File: src/rtl/stack_xfer_pkg.sv
package stack_xfer_pkg;

  typedef enum logic [1:0] {
    ST_IDLE = 2'd0,
    ST_XFER = 2'd1,
    ST_DONE = 2'd2
  } seq_state_e;

  localparam int MODE_ASC_BIT  = 0;
  localparam int MODE_FULL_BIT = 1;

endpackage

File: src/rtl/stack_xfer_popcount.sv
module stack_xfer_popcount #(
  parameter int NREG  = 16,
  parameter int CNT_W = $clog2(NREG + 1)
) (
  input  logic [NREG-1:0]  bits,
  output logic [CNT_W-1:0] count
);

  always_comb begin
    count = '0;
    for (int i = 0; i < NREG; i++) begin
      count = count + CNT_W'(bits[i]);
    end
  end

endmodule

File: src/rtl/stack_xfer_lowbit.sv
module stack_xfer_lowbit #(
  parameter int NREG  = 16,
  parameter int IDX_W = $clog2(NREG)
) (
  input  logic [NREG-1:0]  bits,
  output logic [IDX_W-1:0] idx
);

  // Highest priority goes to bit 0, so scan from the top down and let lower bits overwrite.
  always_comb begin
    idx = '0;
    for (int i = NREG - 1; i >= 0; i--) begin
      if (bits[i]) idx = IDX_W'(i);
    end
  end

endmodule

File: src/rtl/stack_xfer_addr_plan.sv
module stack_xfer_addr_plan
  import stack_xfer_pkg::*;
#(
  parameter int ADDR_W     = 32,
  parameter int WORD_BYTES = 4,
  parameter int CNT_W      = 5
) (
  input  logic [ADDR_W-1:0] base,
  input  logic [1:0]        mode,
  input  logic              is_load,
  input  logic              wb,
  input  logic [CNT_W-1:0]  count,
  output logic [ADDR_W-1:0] first_addr,
  output logic [ADDR_W-1:0] final_base
);

  localparam int          WORD_SHIFT = $clog2(WORD_BYTES);
  localparam [ADDR_W-1:0] STEP       = ADDR_W'(WORD_BYTES);

  logic              asc, full;
  logic              walk_up;   // pointer moves toward higher addresses
  logic              pre_step;  // first word sits one step past the pointer
  logic [ADDR_W-1:0] span;
  logic [ADDR_W-1:0] moved;

  always_comb begin
    asc      = mode[MODE_ASC_BIT];
    full     = mode[MODE_FULL_BIT];
    // A push moves with the growth direction and a pop moves against it.
    walk_up  = is_load ? ~asc : asc;
    // A push into a full stack steps before writing; a pop from an empty stack steps before reading.
    pre_step = full ^ is_load;
    span     = ADDR_W'(count) << WORD_SHIFT;
    if (walk_up) begin
      first_addr = base + (pre_step ? STEP : '0);
      moved      = base + span;
    end else begin
      first_addr = base - span + (pre_step ? '0 : STEP);
      moved      = base - span;
    end
    final_base = wb ? moved : base;
  end

endmodule

File: src/rtl/stack_xfer_seq.sv
module stack_xfer_seq
  import stack_xfer_pkg::*;
#(
  parameter int ADDR_W     = 32,
  parameter int NREG       = 16,
  parameter int WORD_BYTES = 4
) (
  input  logic                      clk,
  input  logic                      rst_n,
  input  logic                      start,
  input  logic [NREG-1:0]           start_list,
  input  logic [ADDR_W-1:0]         start_base,
  input  logic [1:0]                start_mode,
  input  logic                      start_load,
  input  logic                      start_wb,
  output logic                      req_valid,
  input  logic                      req_ready,
  output logic [ADDR_W-1:0]         req_addr,
  output logic [$clog2(NREG)-1:0]   req_idx,
  output logic                      req_write,
  output logic                      done,
  output logic [ADDR_W-1:0]         done_base
);

  localparam int          IDX_W = $clog2(NREG);
  localparam int          CNT_W = $clog2(NREG + 1);
  localparam [ADDR_W-1:0] STEP  = ADDR_W'(WORD_BYTES);

  seq_state_e        state_q;
  logic [NREG-1:0]   rem_q;
  logic [NREG-1:0]   rem_next;
  logic [ADDR_W-1:0] addr_q;
  logic [ADDR_W-1:0] fin_q;
  logic              write_q;

  logic [CNT_W-1:0]  cmd_count;
  logic [ADDR_W-1:0] plan_first;
  logic [ADDR_W-1:0] plan_final;
  logic [IDX_W-1:0]  cur_idx;

  stack_xfer_popcount #(.NREG(NREG), .CNT_W(CNT_W)) u_count (
    .bits  (start_list),
    .count (cmd_count)
  );

  stack_xfer_addr_plan #(.ADDR_W(ADDR_W), .WORD_BYTES(WORD_BYTES), .CNT_W(CNT_W)) u_plan (
    .base       (start_base),
    .mode       (start_mode),
    .is_load    (start_load),
    .wb         (start_wb),
    .count      (cmd_count),
    .first_addr (plan_first),
    .final_base (plan_final)
  );

  stack_xfer_lowbit #(.NREG(NREG), .IDX_W(IDX_W)) u_low (
    .bits (rem_q),
    .idx  (cur_idx)
  );

  // Clearing the lowest set bit moves the walk to the next selected register.
  assign rem_next = rem_q & (rem_q - NREG'(1));

  always_ff @(posedge clk or negedge rst_n) begin
    if (!rst_n) begin
      state_q <= ST_IDLE;
      rem_q   <= '0;
      addr_q  <= '0;
      fin_q   <= '0;
      write_q <= 1'b0;
    end else begin
      unique case (state_q)
        ST_IDLE: begin
          if (start) begin
            rem_q   <= start_list;
            addr_q  <= plan_first;
            fin_q   <= plan_final;
            write_q <= ~start_load;
            state_q <= (|start_list) ? ST_XFER : ST_DONE;
          end
        end
        ST_XFER: begin
          if (req_ready) begin
            rem_q  <= rem_next;
            addr_q <= addr_q + STEP;
            if (rem_next == '0) state_q <= ST_DONE;
          end
        end
        ST_DONE: state_q <= ST_IDLE;
        default: state_q <= ST_IDLE;
      endcase
    end
  end

  assign req_valid = (state_q == ST_XFER);
  assign req_addr  = addr_q;
  assign req_idx   = cur_idx;
  assign req_write = write_q;
  assign done      = (state_q == ST_DONE);
  assign done_base = fin_q;

endmodule

File: config.mk
export PLATFORM = sky130hd
export DESIGN_NAME = stack_xfer_seq
export DESIGN_NICKNAME = d
export VERILOG_FILES = /design/src/rtl/stack_xfer_pkg.sv /design/src/rtl/stack_xfer_popcount.sv /design/src/rtl/stack_xfer_lowbit.sv /design/src/rtl/stack_xfer_addr_plan.sv /design/src/rtl/stack_xfer_seq.sv
export SDC_FILE = /design/constraint.sdc
export NUM_CORES = 1
export LEC_CHECK = 0
export BUFFER_PORTS_ARGS = -buffer_cell sky130_fd_sc_hd__buf_2
export CAP_MARGIN = 20
export CORE_UTILIZATION = 40
export CTS_BUF_LIST = sky130_fd_sc_hd__clkbuf_8
export CTS_CLUSTER_DIAMETER = 200
export DETAILED_ROUTE_END_ITERATION = 8
export PLACE_DENSITY = 0.7
export SETUP_SLACK_MARGIN = 0.15
export SLEW_MARGIN = 20
export SYNTH_ARGS = -nofsm -noshare
export SYNTH_HDL_FRONTEND = slang
export SYNTH_SLANG_ARGS = --single-unit
File: constraint.sdc
create_clock -name clk -period 3.3 [get_ports clk]
set_input_delay 0.66 -clock clk [delete_from_list [all_inputs] [get_ports clk]]
set_output_delay 0.66 -clock clk [all_outputs]
set_load 0.1 [all_outputs]
==> results_dict.tcl <==
set metrics [dict create \
    finClkSkew_ns 0.01329 \
    drc_errors 0 \
    place_congestion 0.9803 \
    floorplan.die.height_um 143.3 \
    grt_first_pass_wirelength_mm 47.29 \
    worstSetupPathType "in2reg" \
    reg2reg_setup_slack_ns 0.64 \
    clock_insertion_delay_worst_skew_ns 0.40 \
    netSwitchingFraction_pct 60.02 \
    crit_path_setup_slack_layout_ns -3.167 \
    power_leakage_nw 5.218 \
    grt_most_used_layer "met2" \
    cts.clk_slew.worst_paths_ns 0.09 \
    grt.overflow.total 0 \
    ys_top_cells_by_area "sky130_fd_sc_hd__dfrtp_1 (26%), sky130_fd_sc_hd__o21ai_0 (7.5%), sky130_fd_sc_hd__nand2_1 (6.5%)" \
    timing_hold_violations_final 0 \
    period_share_pct 196.0 \
    netlist.area_leader.share_pct 26.02 \
    synth.avg_cell_area_um2 7.445 \
    globalRouteTotalUtil_pct 29.98 \
    cts_hold_buf 0 \
    holdCritPathClass "in2async" \
    cts.htree.levels 3 \
    post_drt_wl_per_cell_um 18.80 \
    groute.layer.met2.usage_pct 45.49 \
    clock_power_share_pct 7.4 \
    cts.root.buffer_cell "sky130_fd_sc_hd__clkbuf_8" \
    final_cells 1650 \
    relSlewSlack_pct 39.23 \
    most_frequent_cell_on_the_critical_path "sky130_fd_sc_hd__fa_1" \
    bufs_on_longest_clock_path 2 \
    seq_power_share_pct 16.0 \
    die_width_um 143.3 \
    drt.antenna.violating_nets 0 \
    pre_cts_ws_ns -3.635 \
    arrival_ns 6.79 \
    syn2layout_area_growth_pct 52.67 \
    synth_async_sr_flop_share_pct 100.0 \
    max_cap_viol_count 0 \
    io-pin-count 127 \
    synth-seq-area-share_pct 26.02 \
    tritoncts_buffer_count 9 \
    drt_pre_antenna_iters 6 \
    layout.cell_area.non_filler_mm2 0.01219 \
    crit_path_start_kind "input port" \
    syn_area_mm2 0.007981 \
    cell_with_the_largest_stage_delay_on_the_worst_path "sky130_fd_sc_hd__fa_1" \
    synth_flop_cell "sky130_fd_sc_hd__dfrtp_1" \
    placement.io_buffers 126 \
    slew_viol_final 0 \
    critical_path_peak_fanout 5 \
    placed_cell_area_mm2 0.01058 \
    post-place-cells 1578 \
    achievable-frequency_ghz 0.1546 \
    drive_above_1_share_pct 41.52 \
    outcome "complete, but fails checks" \
    synthesis.instances 1072 \
    tritoncts "built" \
    yosysUniqueCellTypes 87 \
    finish.net_count 1471 \
    grt_start_max_net_pins 49 \
    ys_top_cells_by_count "sky130_fd_sc_hd__nand2_1 (138), sky130_fd_sc_hd__o21ai_0 (119), sky130_fd_sc_hd__nor2_1 (98), sky130_fd_sc_hd__dfrtp_1 (83), sky130_fd_sc_hd__a21oi_1 (64)" \
    design.core.area_mm2 0.01953 \
    grt.met1_usage_pct 43.69 \
    internal-power_mw 4.945 \
    power_switching_mw 7.424 \
    vias_per_inst 5.741 \
    yosys_register_bits 83 \
    final-setup-viol-count 60 \
    clock-sinks 83 \
    combinationalPowerShare_pct 76.7 \
    globalRouteMet3Util_pct 3.722 \
    yosys_warnings 0 \
    grt_antenna_before_repair 0 \
    final_core_utilization_pct 62.41 \
    most_common_cell_in_the_netlist "sky130_fd_sc_hd__nand2_1" \
    dieArea_mm2 0.02052 \
    max_stage_delay_ns 0.55 \
    initial_core_util_pct 40.88 \
    total_via_count_in_the_routed_design 9472 \
    cp_data_required_time_ns 3.62 \
    worst_slew_pin_slew_ns 0.9115 \
    initialDrtViolationCount 1016 \
    hpwlAfterDp_mm 22.45 \
    power_density_mw_per_mm2 1015 \
    violations_in_the_final_reports "setup timing" \
    rsz_0062_raised_after_global_routing "yes" \
    irDropWorstVdd_uv 693.4 \
    synth_enable_flop_cells 0 \
    antenna-diode-count 0 \
    placement_rows 51 \
    timing.final.crit_period_ns 6.467 \
    end_kind "flop" \
    netlist.top_cell.by_area "sky130_fd_sc_hd__dfrtp_1" \
    first_global_vias 8669 \
    synth.net_count 1163 \
    wl_mm 31.01 \
]
-- path summary, 6_finish.rpt --
path / start / end / cells after the start
worst max-delay path: start_list[1] / req_addr[23]$_DFFE_PN0P_ / 27
worst min-delay path: rst_n / done_base[31]$_DFFE_PN0P_ / 1
worst max register to register: rem_q[2]$_DFFE_PN0P_ / state_q[0]$_DFFE_PN0P_ / 11
worst min register to register: done_base[31]$_DFFE_PN0P_ / done_base[31]$_DFFE_PN0P_ / 2
max in group asynchronous: rst_n / done_base[19]$_DFFE_PN0P_ / 2
min in group clk: start_base[0] / done_base[0]$_DFFE_PN0P_ / 3
-- routing by layer --
layer | up-vias | share of wire [%]
met5 | - | 0
li1 | 4457 | -
met2 | 437 | 45
met3 | 48 | 6.9
met1 | 4530 | 46
met4 | 0 | 2.3
-- worst max-delay path, delay by kind of cell --
kind | cells | cell delay (ns)
compound gates | 7 | 1.31
xor+xnor | 1 | 0.16
fa+ha+maj | 8 | 3.25
buf+inv | 8 | 0.76
simple gates | 3 | 0.64
-- cells by family (layout without fill, tap and decap cells) --
kind of cell | count (synthesis) | in the layout | share of synthesized area, %
xor+xnor | 79 | 79 | 8.669
flops | 83 | 83 | 26.02
buf+inv | 124 | 437 | 6.161
simple gates | 433 | 433 | 27.15
fa+ha+maj | 36 | 36 | 6.741
compound gates | 307 | 307 | 23.97
mux | 10 | 10 | 1.285
-- area by class of cell --
class | instances | area [um2]
Clock inverter | 6 | 88.84
Tap cell | 265 | 331.6
Fill cell | 1681 | 7341
Sequential cell | 83 | 2077
Clock buffer | 10 | 137.6
Inverter | 52 | 221.5
Multi-Input combinational cell | 865 | 6661
Timing Repair Buffer | 369 | 2668
-- power groups by stage --
stage | Clock (mW) | Combinational, mW | Sequential [mW]
floorplan | 0 | 3.79 | 4.49
global placement | 0 | 8.25 | 1.96
detailed placement | 0 | 8.37 | 1.98
CTS | 0.923 | 8.97 | 1.96
global route | 0.952 | 10.0 | 2.05
finish | 0.912 | 9.48 | 1.98
-- sequential cells by signal, summed over array words and instances, names as in the netlist --
signal / flops
rem_q: 16
state_q: 2
req_addr: 32
done_base: 32
req_write: 1
-- cell usage in the layout (no fill, tap or decap), types with 10 or more instances in the layout --
cell type / synthesis / routed
sky130_fd_sc_hd__a21oi_1: 64 / 54
sky130_fd_sc_hd__and3_1: 11 / 11
sky130_fd_sc_hd__buf_2: 6 / 122
sky130_fd_sc_hd__buf_4: 1 / 201
sky130_fd_sc_hd__buf_6: 2 / 42
sky130_fd_sc_hd__clkbuf_8: 0 / 10
sky130_fd_sc_hd__dfrtp_1: 83 / 83
sky130_fd_sc_hd__ha_1: 23 / 13
sky130_fd_sc_hd__inv_1: 51 / 43
sky130_fd_sc_hd__nand2_1: 138 / 130
sky130_fd_sc_hd__nand3_1: 37 / 32
sky130_fd_sc_hd__nand4_1: 16 / 16
sky130_fd_sc_hd__nor2_1: 98 / 85
sky130_fd_sc_hd__nor3_1: 41 / 23
sky130_fd_sc_hd__nor3_2: 1 / 10
sky130_fd_sc_hd__nor3_4: 1 / 10
sky130_fd_sc_hd__nor4_1: 20 / 11
sky130_fd_sc_hd__o21ai_0: 119 / 54
sky130_fd_sc_hd__o21ai_1: 6 / 54
sky130_fd_sc_hd__o21ai_2: 0 / 14
sky130_fd_sc_hd__o22ai_1: 17 / 15
sky130_fd_sc_hd__xnor2_1: 35 / 24
sky130_fd_sc_hd__xnor2_2: 0 / 11
sky130_fd_sc_hd__xor2_1: 44 / 33
-- what timing repair did --
item	CTS	global route
buffers inserted	30	26
endpoints found under the hold margin	0	0
setup endpoints to repair	60	61
resized for setup	153	60
pin swaps	79	52
-- stage by stage --
step	TNS, ns	total power, mW	hold WS, ns
after global routing	-160.02	13.03	0.2988
after detailed placement	-179.90	10.35	0.4677
final	-151.73	12.37	0.2550
after global placement	-173.66	10.22	0.4547
after floorplan	-138.68	8.287	0.3644
after CTS	-146.37	11.85	0.2639
No activity file was read; power rests on OpenSTA's default activity.
